[src/rtl/rxdw_pkg.sv]
package rxdw_pkg;

    localparam int LEN_W     = 16;
    localparam int WORD_W    = 32;
    localparam int OWN_HI    = 31;
    localparam int OWN_LO    = 30;
    localparam int BIT_GOOD  = 20;
    localparam int BIT_LONG  = 19;
    localparam int BIT_CRC   = 17;
    localparam int BIT_INTR  = 16;

    localparam logic [1:0] OWN_DMA = 2'b10;
    localparam logic [1:0] OWN_CPU = 2'b00;

    // byte offsets of the descriptor words
    localparam int OFF_BUF  = 4;
    localparam int OFF_NEXT = 12;

    typedef enum logic [3:0] {
        ST_OFF,
        ST_RD_OWN,
        ST_GET_OWN,
        ST_RD_BUF,
        ST_GET_BUF,
        ST_RD_NXT,
        ST_GET_NXT,
        ST_RECV,
        ST_FLUSH,
        ST_WBACK,
        ST_NODESC
    } rxdw_state_e;

    typedef struct packed {
        logic early;
        logic good;
        logic intr;
        logic toolong;
        logic unavail;
    } rxdw_evt_t;

    function automatic logic [WORD_W-1:0] put_byte(input logic [WORD_W-1:0] w,
                                                   input logic [1:0] lane,
                                                   input logic [7:0] b);
        return w | (WORD_W'(b) << {lane, 3'b000});
    endfunction

    function automatic logic [WORD_W-1:0] make_status(input logic [LEN_W-1:0] len,
                                                      input logic good,
                                                      input logic toolong,
                                                      input logic crc);
        logic [WORD_W-1:0] s;
        s = '0;
        s[OWN_HI:OWN_LO] = OWN_CPU;
        s[BIT_GOOD]      = good;
        s[BIT_LONG]      = toolong;
        s[BIT_CRC]       = crc;
        s[BIT_INTR]      = 1'b1;
        s[LEN_W-1:0]     = len;
        return s;
    endfunction

endpackage

[src/rtl/rxdw_packer.sv]
module rxdw_packer
    import rxdw_pkg::*;
#(
    parameter int MAX_FRAME = 1518
) (
    input  logic              clk,
    input  logic              rst,
    input  logic              clr,
    input  logic              acc,
    input  logic [7:0]        byte_in,
    input  logic              last,
    input  logic              long_ok,
    output logic              pend,
    output logic [LEN_W-1:0]  pend_off,
    output logic [WORD_W-1:0] pend_data,
    output logic [LEN_W-1:0]  stored_len,
    output logic              too_long
);
    localparam logic [LEN_W-1:0] LIMIT   = LEN_W'(MAX_FRAME);
    localparam logic [LEN_W-1:0] LEN_MAX = '1;

    logic [1:0]        lane;
    logic [WORD_W-1:0] word_q;
    logic [LEN_W-1:0]  cnt_all;
    logic [LEN_W-1:0]  cnt_st;
    logic              keep;
    logic [WORD_W-1:0] merged;
    logic [LEN_W-1:0]  floor_off;

    assign keep      = (long_ok && cnt_st != LEN_MAX) || (cnt_st < LIMIT);
    assign merged    = put_byte(word_q, lane, byte_in);
    assign floor_off = {cnt_st[LEN_W-1:2], 2'b00};

    always_ff @(posedge clk) begin
        if (rst || clr) begin
            lane    <= '0;
            word_q  <= '0;
            cnt_all <= '0;
            cnt_st  <= '0;
            pend    <= 1'b0;
            if (rst) begin
                pend_off  <= '0;
                pend_data <= '0;
            end
        end else begin
            pend <= 1'b0;
            if (acc) begin
                if (cnt_all != LEN_MAX)
                    cnt_all <= cnt_all + 1'b1;
                if (keep) begin
                    cnt_st <= cnt_st + 1'b1;
                    if (lane == 2'd3 || last) begin
                        pend      <= 1'b1;
                        pend_data <= merged;
                        pend_off  <= floor_off;
                        word_q    <= '0;
                        lane      <= '0;
                    end else begin
                        word_q <= merged;
                        lane   <= lane + 1'b1;
                    end
                end else if (last && lane != 2'd0) begin
                    pend      <= 1'b1;
                    pend_data <= word_q;
                    pend_off  <= floor_off;
                    word_q    <= '0;
                    lane      <= '0;
                end
            end
        end
    end

    assign stored_len = cnt_st;
    assign too_long   = cnt_all > LIMIT;

endmodule

[src/rtl/rxdw_seq.sv]
module rxdw_seq
    import rxdw_pkg::*;
#(
    parameter int ADDR_W = 32
) (
    input  logic              clk,
    input  logic              rst,
    input  logic [ADDR_W-1:0] cfg_ring_base,
    input  logic              cfg_rx_en,
    input  logic              cfg_long_ok,
    input  logic              poll_kick,
    input  logic              in_valid,
    input  logic              in_last,
    input  logic              in_crc_err,
    output logic              in_ready,
    output logic              mem_req,
    output logic              mem_we,
    output logic [ADDR_W-1:0] mem_addr,
    output logic [WORD_W-1:0] mem_wdata,
    input  logic [WORD_W-1:0] mem_rdata,
    input  logic              pk_pend,
    input  logic [LEN_W-1:0]  pk_off,
    input  logic [WORD_W-1:0] pk_data,
    input  logic [LEN_W-1:0]  pk_len,
    input  logic              pk_long,
    output logic              pk_clr,
    output logic              pk_acc,
    output logic [ADDR_W-1:0] cur_desc,
    output logic [ADDR_W-1:0] cur_buf,
    output rxdw_evt_t         evt,
    output rxdw_state_e       state
);
    logic [ADDR_W-1:0] nxt_desc;
    logic              in_frame;
    logic              drop_mid;
    logic              crc_q;
    logic              good_w;
    logic              take;

    assign good_w = !crc_q && (!pk_long || cfg_long_ok);

    always_comb begin
        case (state)
            ST_RECV:   in_ready = cfg_rx_en || in_frame;
            ST_NODESC: in_ready = cfg_rx_en || drop_mid;
            default:   in_ready = 1'b0;
        endcase
    end

    assign take   = in_valid && in_ready;
    assign pk_acc = take && (state == ST_RECV);
    assign pk_clr = (state == ST_GET_NXT);

    always_comb begin
        mem_req   = 1'b0;
        mem_we    = 1'b0;
        mem_addr  = cur_desc;
        mem_wdata = '0;
        if (pk_pend) begin
            mem_req   = 1'b1;
            mem_we    = 1'b1;
            mem_addr  = cur_buf + ADDR_W'(pk_off);
            mem_wdata = pk_data;
        end else begin
            case (state)
                ST_RD_OWN: mem_req = 1'b1;
                ST_RD_BUF: begin
                    mem_req  = 1'b1;
                    mem_addr = cur_desc + ADDR_W'(OFF_BUF);
                end
                ST_RD_NXT: begin
                    mem_req  = 1'b1;
                    mem_addr = cur_desc + ADDR_W'(OFF_NEXT);
                end
                ST_WBACK: begin
                    mem_req   = 1'b1;
                    mem_we    = 1'b1;
                    mem_wdata = make_status(pk_len, good_w, pk_long, crc_q);
                end
                default: ;
            endcase
        end
    end

    always_ff @(posedge clk) begin
        if (rst) begin
            state    <= ST_OFF;
            cur_desc <= '0;
            cur_buf  <= '0;
            nxt_desc <= '0;
            in_frame <= 1'b0;
            drop_mid <= 1'b0;
            crc_q    <= 1'b0;
            evt      <= '0;
        end else begin
            evt <= '0;
            case (state)
                ST_OFF: begin
                    cur_desc <= cfg_ring_base;
                    if (cfg_rx_en) state <= ST_RD_OWN;
                end
                ST_RD_OWN:  state <= ST_GET_OWN;
                ST_GET_OWN: begin
                    if (mem_rdata[OWN_HI:OWN_LO] == OWN_DMA) begin
                        state <= ST_RD_BUF;
                    end else begin
                        evt.unavail <= 1'b1;
                        drop_mid    <= 1'b0;
                        state       <= ST_NODESC;
                    end
                end
                ST_RD_BUF:  state <= ST_GET_BUF;
                ST_GET_BUF: begin
                    cur_buf <= mem_rdata;
                    state   <= ST_RD_NXT;
                end
                ST_RD_NXT:  state <= ST_GET_NXT;
                ST_GET_NXT: begin
                    nxt_desc <= mem_rdata;
                    in_frame <= 1'b0;
                    state    <= ST_RECV;
                end
                ST_RECV: begin
                    if (take) begin
                        if (!in_frame) evt.early <= 1'b1;
                        in_frame <= 1'b1;
                        if (in_last) begin
                            crc_q <= in_crc_err;
                            state <= ST_FLUSH;
                        end
                    end else if (!cfg_rx_en && !in_frame) begin
                        state <= ST_OFF;
                    end
                end
                ST_FLUSH: state <= ST_WBACK;
                ST_WBACK: begin
                    evt.intr    <= 1'b1;
                    evt.good    <= good_w;
                    evt.toolong <= pk_long;
                    cur_desc    <= nxt_desc;
                    in_frame    <= 1'b0;
                    state       <= cfg_rx_en ? ST_RD_OWN : ST_OFF;
                end
                ST_NODESC: begin
                    if (take) begin
                        drop_mid <= !in_last;
                        if (in_last) state <= ST_RD_OWN;
                    end else if (!drop_mid) begin
                        if (!cfg_rx_en)     state <= ST_OFF;
                        else if (poll_kick) state <= ST_RD_OWN;
                    end
                end
                default: state <= ST_OFF;
            endcase
        end
    end

endmodule

[src/rtl/rx_desc_dma.sv]
module rx_desc_dma
    import rxdw_pkg::*;
#(
    parameter int ADDR_W    = 32,
    parameter int MAX_FRAME = 1518
) (
    input  logic              clk,
    input  logic              rst,
    input  logic [ADDR_W-1:0] cfg_ring_base,
    input  logic              cfg_rx_en,
    input  logic              cfg_long_ok,
    input  logic              poll_kick,
    input  logic              in_valid,
    input  logic [7:0]        in_data,
    input  logic              in_last,
    input  logic              in_crc_err,
    output logic              in_ready,
    output logic              mem_req,
    output logic              mem_we,
    output logic [ADDR_W-1:0] mem_addr,
    output logic [31:0]       mem_wdata,
    input  logic [31:0]       mem_rdata,
    output logic [ADDR_W-1:0] cur_desc_addr,
    output logic [ADDR_W-1:0] cur_buf_addr,
    output logic              ev_early,
    output logic              ev_good,
    output logic              ev_intr,
    output logic              ev_toolong,
    output logic              ev_unavail
);
    logic              pk_pend;
    logic [LEN_W-1:0]  pk_off;
    logic [WORD_W-1:0] pk_data;
    logic [LEN_W-1:0]  pk_len;
    logic              pk_long;
    logic              pk_clr;
    logic              pk_acc;
    rxdw_evt_t         evt;
    rxdw_state_e       st_w;

    rxdw_packer #(.MAX_FRAME(MAX_FRAME)) u_packer (
        .clk        (clk),
        .rst        (rst),
        .clr        (pk_clr),
        .acc        (pk_acc),
        .byte_in    (in_data),
        .last       (in_last),
        .long_ok    (cfg_long_ok),
        .pend       (pk_pend),
        .pend_off   (pk_off),
        .pend_data  (pk_data),
        .stored_len (pk_len),
        .too_long   (pk_long)
    );

    rxdw_seq #(.ADDR_W(ADDR_W)) u_seq (
        .clk           (clk),
        .rst           (rst),
        .cfg_ring_base (cfg_ring_base),
        .cfg_rx_en     (cfg_rx_en),
        .cfg_long_ok   (cfg_long_ok),
        .poll_kick     (poll_kick),
        .in_valid      (in_valid),
        .in_last       (in_last),
        .in_crc_err    (in_crc_err),
        .in_ready      (in_ready),
        .mem_req       (mem_req),
        .mem_we        (mem_we),
        .mem_addr      (mem_addr),
        .mem_wdata     (mem_wdata),
        .mem_rdata     (mem_rdata),
        .pk_pend       (pk_pend),
        .pk_off        (pk_off),
        .pk_data       (pk_data),
        .pk_len        (pk_len),
        .pk_long       (pk_long),
        .pk_clr        (pk_clr),
        .pk_acc        (pk_acc),
        .cur_desc      (cur_desc_addr),
        .cur_buf       (cur_buf_addr),
        .evt           (evt),
        .state         (st_w)
    );

    assign ev_early   = evt.early;
    assign ev_good    = evt.good;
    assign ev_intr    = evt.intr;
    assign ev_toolong = evt.toolong;
    assign ev_unavail = evt.unavail;

endmodule

[config.mk]
export PLATFORM = sky130hd
export DESIGN_NAME = rx_desc_dma
export DESIGN_NICKNAME = d
export VERILOG_FILES = /design/src/rtl/rxdw_pkg.sv /design/src/rtl/rxdw_packer.sv /design/src/rtl/rxdw_seq.sv /design/src/rtl/rx_desc_dma.sv
export SDC_FILE = /design/constraint.sdc
export NUM_CORES = 1
export LEC_CHECK = 0
export ABC_CLOCK_PERIOD_IN_PS = 8200
export BUFFER_PORTS_ARGS = -buffer_cell sky130_fd_sc_hd__buf_4
export CORE_MARGIN = 2
export CORE_UTILIZATION = 61
export CTS_BUF_LIST = sky130_fd_sc_hd__clkbuf_4 sky130_fd_sc_hd__clkbuf_8 sky130_fd_sc_hd__clkbuf_16
export DETAILED_ROUTE_END_ITERATION = 8
export PLACE_DENSITY_LB_ADDON = 0.25
export RECOVER_POWER = 100
export SYNTH_ARGS = -nofsm -noshare
export SYNTH_HDL_FRONTEND = slang
export SYNTH_SLANG_ARGS = --single-unit
[constraint.sdc]
create_clock -name clk -period 8.2 [get_ports clk]
set_input_delay 1.64 -clock clk [delete_from_list [all_inputs] [get_ports clk]]
set_output_delay 1.64 -clock clk [all_outputs]
set_load 0.1 [all_outputs]
==> impl_metrics.tcl, run 1 <==
set metrics [dict create \
    regToRegEndpoint "u_packer.word_q[20]$_SDFFE_PP0P_" \
    clockRootBuffer "clkbuf_16" \
    synth_nets 1535 \
    htree_levels 1 \
    cts.clk_slew.worst_paths_ns 0.06 \
    grt_overflow_total 0 \
    nFillCells 1586 \
    worstMarginPinSlew_ns 2.69 \
    synth_common_cells "272 x nand2_1, 175 x dfxtp_1, 148 x nor2_1" \
    synthDistinctLibCells 72 \
    end_kind "output pin" \
    required_ns 6.56 \
    fin_nets 1682 \
    final-hold-violation-count 0 \
    synth_ff_type "dfxtp_1" \
    gp_congestion 0.928 \
    wirelength_met1_um 14200 \
    whs_endpoint "u_seq.nxt_desc[14]$_SDFFE_PP0P_" \
    cts_setup_buffers 0 \
    postCtsHoldBufs 0 \
    drt_iter0_drc 1227 \
    rrSetupSlack_ns 3.26 \
    die_y_um 142 \
    ys_ff_latch 221 \
    cp_max_fo 25 \
    antenna_left 0 \
    ys_top_cells_by_area "dfxtp_1 30%, edfxtp_1 12%, nand2_1 8.8%, a21oi_1 5.4%, nor2_1 4.8%" \
    synthArstFlopShare 0 \
    min_from "u_seq.nxt_desc[14]$_SDFFE_PP0P_" \
    synth_edf_count 46 \
    start_util 0.621 \
    postRouteWirelength_um 34900 \
    clk_latency_ns 0.52 \
    multi_input_area_um2 6050 \
    p_total_uw 4280 \
    synth_top_area_share 0.303 \
    wl_per_cell_um 19.1 \
    cts.repair.resized 0 \
    synthMostInstantiatedCell "nand2_1" \
    grt_usage 0.335 \
    cap_viol_max_count 7 \
    setup_violations 0 \
    cts_made_buffers 24 \
    rsz0062_at_grt "false" \
    fin_crit_sh 0.784 \
    grt_pass1_wl_um 54300 \
    p_per_area_nw_per_um2 319 \
    grt_max_degree 104 \
    syn_to_final_growth_pct 16.0 \
    violations "capacitance limit, slew limit" \
    wl_met2_um 16400 \
    cts_tree "done" \
    clkSinkCount 221 \
    wl_met3_um 3210 \
    hold_class "reg2reg" \
    final.min_clock_period_ns 6.43 \
    power_leakage_uw 0.00467 \
    crit_type "reg2out" \
    io_buffer_count 215 \
    clockBufferDepth 3 \
    n_antenna_cell 0 \
    startpoint "u_seq.state[3]$_SDFFE_PP0P_" \
    maxSlewViolCount 363 \
    r2r-start "u_seq.state[3]$_SDFFE_PP0P_" \
    die_w_um 142 \
    slew_headroom -0.795 \
    boundaryPins 216 \
    drt-pass1-iter-count 5 \
    vias 11300 \
    clock_skew_ns 0.0231 \
    synth_area_um2 11600 \
    die-area_um2 20100 \
    fmax_mhz 156 \
    yosysTopAreaCell "dfxtp_1" \
    rows 50 \
    start_kind "register" \
    syn_inst 1433 \
    yosysWarnings 0 \
    regArea_um2 4880 \
    synth_area_per_cell_um2 8.08 \
    core_region_area_um2 18600 \
    hpwlAfterDp_um 23900 \
    holdPathStages 2 \
    grt_pass1_vias 10200 \
    reg2reg_depth 5 \
    viasPerCell 6.17 \
    drc 0 \
    cp_data_arrival_time_ns 4.79 \
    status "finished, violations left" \
    ys_seq_area_frac 0.422 \
    antenna_found_initial 1 \
    top_layer_used "met5" \
    ir_worst_vdd_mv 0.261 \
    setup_tns_ns 0 \
    final_layout_size_suffix_gt1_frac 0.103 \
]
## cell type report
| type | count | area share |
|---|---|---|
| Clock buffer | 27 | 0.0478 |
| Inverter | 57 | 0.0159 |
| Clock inverter | 15 | 0.0116 |
| Multi-Input combinational cell | 1051 | 0.451 |
| Tap cell | 234 | 0.0218 |
| Timing Repair Buffer | 225 | 0.0884 |
| Sequential cell | 221 | 0.364 |
## critical path, stage by stage (launching register included)
cell,delay (ns)
dfxtp_1,0.79
nand2b_1,0.19
nor2_1,1.51
buf_4,0.52
nand2_1,0.09
o21ai_0,0.26
clkbuf_1,0.90
## worst max-delay path by stage
stage,end,slack [ns],cells past startpoint
2_1_floorplan,mem_addr[13],2.05,7
3_3_place_gp,mem_addr[16],3.19,10
3_5_place_dp,mem_addr[16],3.09,10
4_1_cts,mem_addr[16],2.49,10
5_1_grt,u_packer.pend_off[7]$_SDFFCE_PP0P_,1.55,3
6_report,mem_wdata[12],1.77,6
## cells in the final DEF (no fill, tap or decap), types with 5 or more instances in the layout
cell         n
and2_0      11
nand2_1    272
nor2b_1      5
a21o_1       7
nor2_1     147
edfxtp_1    46
xnor2_1     26
nand3_1     31
or4_1       10
a211oi_1    38
dfxtp_1    175
clkbuf_16   24
mux2_2       9
or2_2        6
inv_1       57
and4_1       6
o31ai_1     11
ha_1        20
and3_1      13
xor2_1      29
a21oi_1    125
a31oi_1     17
o2111ai_1    9
and2_1      19
mux2i_1      5
or3_1        9
nor4_1      14
nand2b_1     7
clkbuf_1   133
nand4_1     12
o21a_1       6
a311oi_1    33
o21ai_0     41
buf_4       91
nor3_1      20
o211ai_1    30
## metrics by stage
step | utilization | worst slack [ns] | hold slack, ns | instances | instance area, um^2
after floorplan | - | 2.05 | 0.434 | 1433 | 11600
after global routing | 0.720 | 1.55 | 0.470 | 1830 | 13400
after detailed placement | 0.705 | 3.09 | 0.444 | 1788 | 13100
after global placement | 0.705 | 3.19 | 0.442 | 1788 | 13100
final | 0.720 | 1.77 | 0.456 | 1830 | 13400
after CTS | 0.748 | 2.49 | 0.454 | 1830 | 13900
## logic make-up after synthesis
family / Yosys count / synth area share
AND/OR/NAND/NOR: 604 / 0.237
AO/OA/AOI/OAI: 355 / 0.204
flip-flops: 221 / 0.422
buffers and inverters: 161 / 0.0573
XOR/XNOR: 55 / 0.0416
adder cells (fa/ha/maj): 23 / 0.0259
multiplexers: 14 / 0.0131
## sequential cells by signal (all words and copies together) (netlist names)
signal	cells
u_seq.nxt_desc	32
u_seq.state	4
u_packer.lane	2
u_seq.drop_mid	1
u_seq.evt	5
u_packer.pend	1
u_seq.cur_buf	32
u_packer.pend_data	32
u_packer.cnt_all	16
u_packer.pend_off	14
u_seq.cur_desc	32
u_seq.crc_q	1
u_packer.stored_len	16
u_seq.in_frame	1
u_packer.word_q	32
## report_power, final
| group | leakage, uW | internal [uW] | switching [uW] |
|---|---|---|---|
| registers | 0.00190 | 1210 | 174 |
| clock network | 0.000381 | 629 | 457 |
| logic | 0.00239 | 308 | 1500 |
| total | 0.00467 | 2140 | 2140 |
## metal layers
layer  up-vias  global-route usage
met5         -                   0
met4         2               0.112
met3        99              0.0547
met2       584               0.550
met1      5285               0.453
li1       5322                   -
Power figures use the tool's default switching activity.
==> run 2: changes to the inputs <==
Settings changed: ABC_CLOCK_PERIOD_IN_PS 8200 to 6380, CORE_UTILIZATION 61 to 56.
Clock period 8.2 ns to 6.38 ns, I/O delays scaled along.
==> run 2 against run 1 <==
  * The run still ends with capacitance limit, slew limit left
  * Clock power is 28% higher
  * Combinational power is 29% higher
  * Wire length is 2.1% lower
  * Critical path depth is 2 lower
  * Clock-buffer cell count is 13 higher
  * Core utilization is 5.1 points lower
  * Cell count is 1.9% higher
  * Clock skew is 0.0078 ns lower
  * Via count is 2.0% lower
  * Largest power group unchanged
==> impl_metrics.tcl, run 2 (same netlist as run 1, synthesis figures left out) <==
set metrics [dict create \
    io_buffer_count 215 \
    p_sw_uw 2680 \
    cpMostUsedCell "clkbuf_2" \
    syn_to_final_growth_pct 17.0 \
    die_w_um 148 \
    p_clk_frac 0.255 \
    hpwlAfterDp_um 23400 \
    p_sw_frac 0.487 \
    cts.clk_slew.worst_paths_ns 0.06 \
    cap_viol_max_count 5 \
    die_y_um 148 \
    clockRootBuffer "clkbuf_16" \
    min_from "u_packer.word_q[20]$_SDFFE_PP0P_" \
    postRouteWirelength_um 34200 \
    hold_class "reg2reg" \
    drt-pass1-iter-count 5 \
    slew_headroom -1.59 \
    ir_worst_vdd_mv 0.262 \
    start_util 0.572 \
    cp_slowest_cell "dfxtp_1" \
    fin_cells 1865 \
    final.min_clock_period_ns 5.61 \
    vias 11100 \
    n_antenna_cell 0 \
    final-hold-violation-count 0 \
    p_comb_frac 0.425 \
    setup_tns_ns 0 \
    status "finished, violations left" \
    fin_nets 1681 \
    cts_made_buffers 25 \
    setup_slack_ns 0.765 \
    fmax_mhz 178 \
    start_kind "register" \
    grt_overflow_total 0 \
    p_per_area_nw_per_um2 406 \
    drt_iter0_drc 782 \
    core_region_area_um2 20200 \
    end_kind "output pin" \
    pwr-share-seq 0.320 \
    fin_crit_sh 0.880 \
    worstMarginPinSlew_ns 3.88 \
    grt_pass1_vias 10100 \
    crit_chain "clkbuf_2 -> o21ai_0 -> o21a_1 -> clkbuf_2" \
    holdPathStages 2 \
    cpPeakStageDelay_ns 1.93 \
    violations "capacitance limit, slew limit" \
    postCtsHoldBufs 0 \
    power_leakage_uw 0.00481 \
    maxSlewViolCount 342 \
    antenna_left 0 \
    boundaryPins 216 \
    htree_levels 1 \
    cp_max_fo 69 \
    regToRegEndpoint "u_packer.word_q[18]$_SDFFE_PP0P_" \
    setup_violations 0 \
    cts_setup_buffers 0 \
    reg2reg_depth 4 \
    placed_cells 1822 \
    die-area_um2 21800 \
    rsz0062_at_grt "false" \
    layout_commonest_cell "nand2_1" \
    cp_data_arrival_time_ns 4.34 \
    drc 0 \
    nFillCells 1839 \
    clk_latency_ns 0.52 \
    gp_congestion 0.929 \
    clockBufferDepth 3 \
    grt_usage 0.300 \
    whs_endpoint "u_packer.word_q[20]$_SDFFE_PP0P_" \
    final_layout_size_suffix_gt1_frac 0.125 \
    wl_per_cell_um 18.3 \
    antenna_found_initial 0 \
    cts.repair.resized 0 \
    regArea_um2 4880 \
    cts_tree "done" \
    clock_skew_ns 0.0153 \
    r2r-start "u_seq.state[3]$_SDFFE_PP0P_" \
    rrSetupSlack_ns 0.89 \
    multi_input_area_um2 6050 \
    final_cell_mix "272 x nand2_1, 175 x dfxtp_1, 147 x nor2_1, 126 x a21oi_1, 104 x buf_4" \
    p_total_uw 5500 \
    grt_pass1_wl_um 53300 \
    crit_type "reg2out" \
    viasPerCell 5.93 \
    rows 52 \
    startpoint "u_packer.pend$_SDFF_PP0_" \
    dpl_worst_slack_ns 1.70 \
    clkSinkCount 221 \
    required_ns 5.10 \
    internal_power_uw 2820 \
    grt_max_degree 104 \
]
-- run 2: changes by cell type in the layout (fill, tap and decap cells not counted), moves of 8 or more --
cell / delta
clkbuf_1: -37
clkbuf_4: +8
and2_0: +11
and2_1: -11
clkbuf_2: +22
buf_4: +13
-- run 2: worst max-delay path by stage --
stage / end / cells past startpoint
final: mem_addr[7] / 4
after detailed placement: mem_addr[26] / 10
after CTS: mem_addr[30] / 10
after floorplan: mem_addr[13] / 7
after global placement: mem_addr[31] / 12
after global routing: u_packer.pend_off[2]$_SDFFCE_PP0P_ / 7
-- run 2: routing by layer --
layer  vias to the layer above  share of wire  global-route usage
met5                         -              0                   0
met4                         0          0.035               0.101
met3                        88          0.086              0.0478
met2                       523           0.46               0.492
met1                      5127           0.42               0.408
li1                       5326              -                   -
-- run 2: area by class of cell --
cell class                 count  share of cell area
inverter                      57              0.0158
clock buffer                  40              0.0585
timing repair buffer         223              0.0927
tap                          270              0.0249
multi-input combinational   1051               0.446
clock inverter                 3             0.00129
sequential                   221               0.360
-- run 2: power by group through the flow --
stage,Clock (uW),Combinational (uW),Sequential [uW]
floorplan,0,1330,2360
global placement,0,2420,1780
detailed placement,0,2440,1780
CTS,1420,2450,1760
global route,1470,2440,1780
finish,1400,2340,1760
-- run 2: through the flow --
| stage | hold WS [ns] | utilization | instance area [um^2] |
|---|---|---|---|
| after floorplan | 0.434 | - | 11600 |
| after global placement | 0.442 | 0.651 | 13200 |
| after detailed placement | 0.446 | 0.651 | 13200 |
| after CTS | 0.455 | 0.691 | 14000 |
| after global routing | 0.467 | 0.670 | 13600 |
| final | 0.455 | 0.670 | 13600 |
-- run 2: critical path: cells and delay by family (launching register included) --
| family | cells | cell delay (ns) |
|---|---|---|
| flip-flops | 1 | 1.93 |
| AO/OA/AOI/OAI | 2 | 0.53 |
| buffers and inverters | 2 | 1.35 |
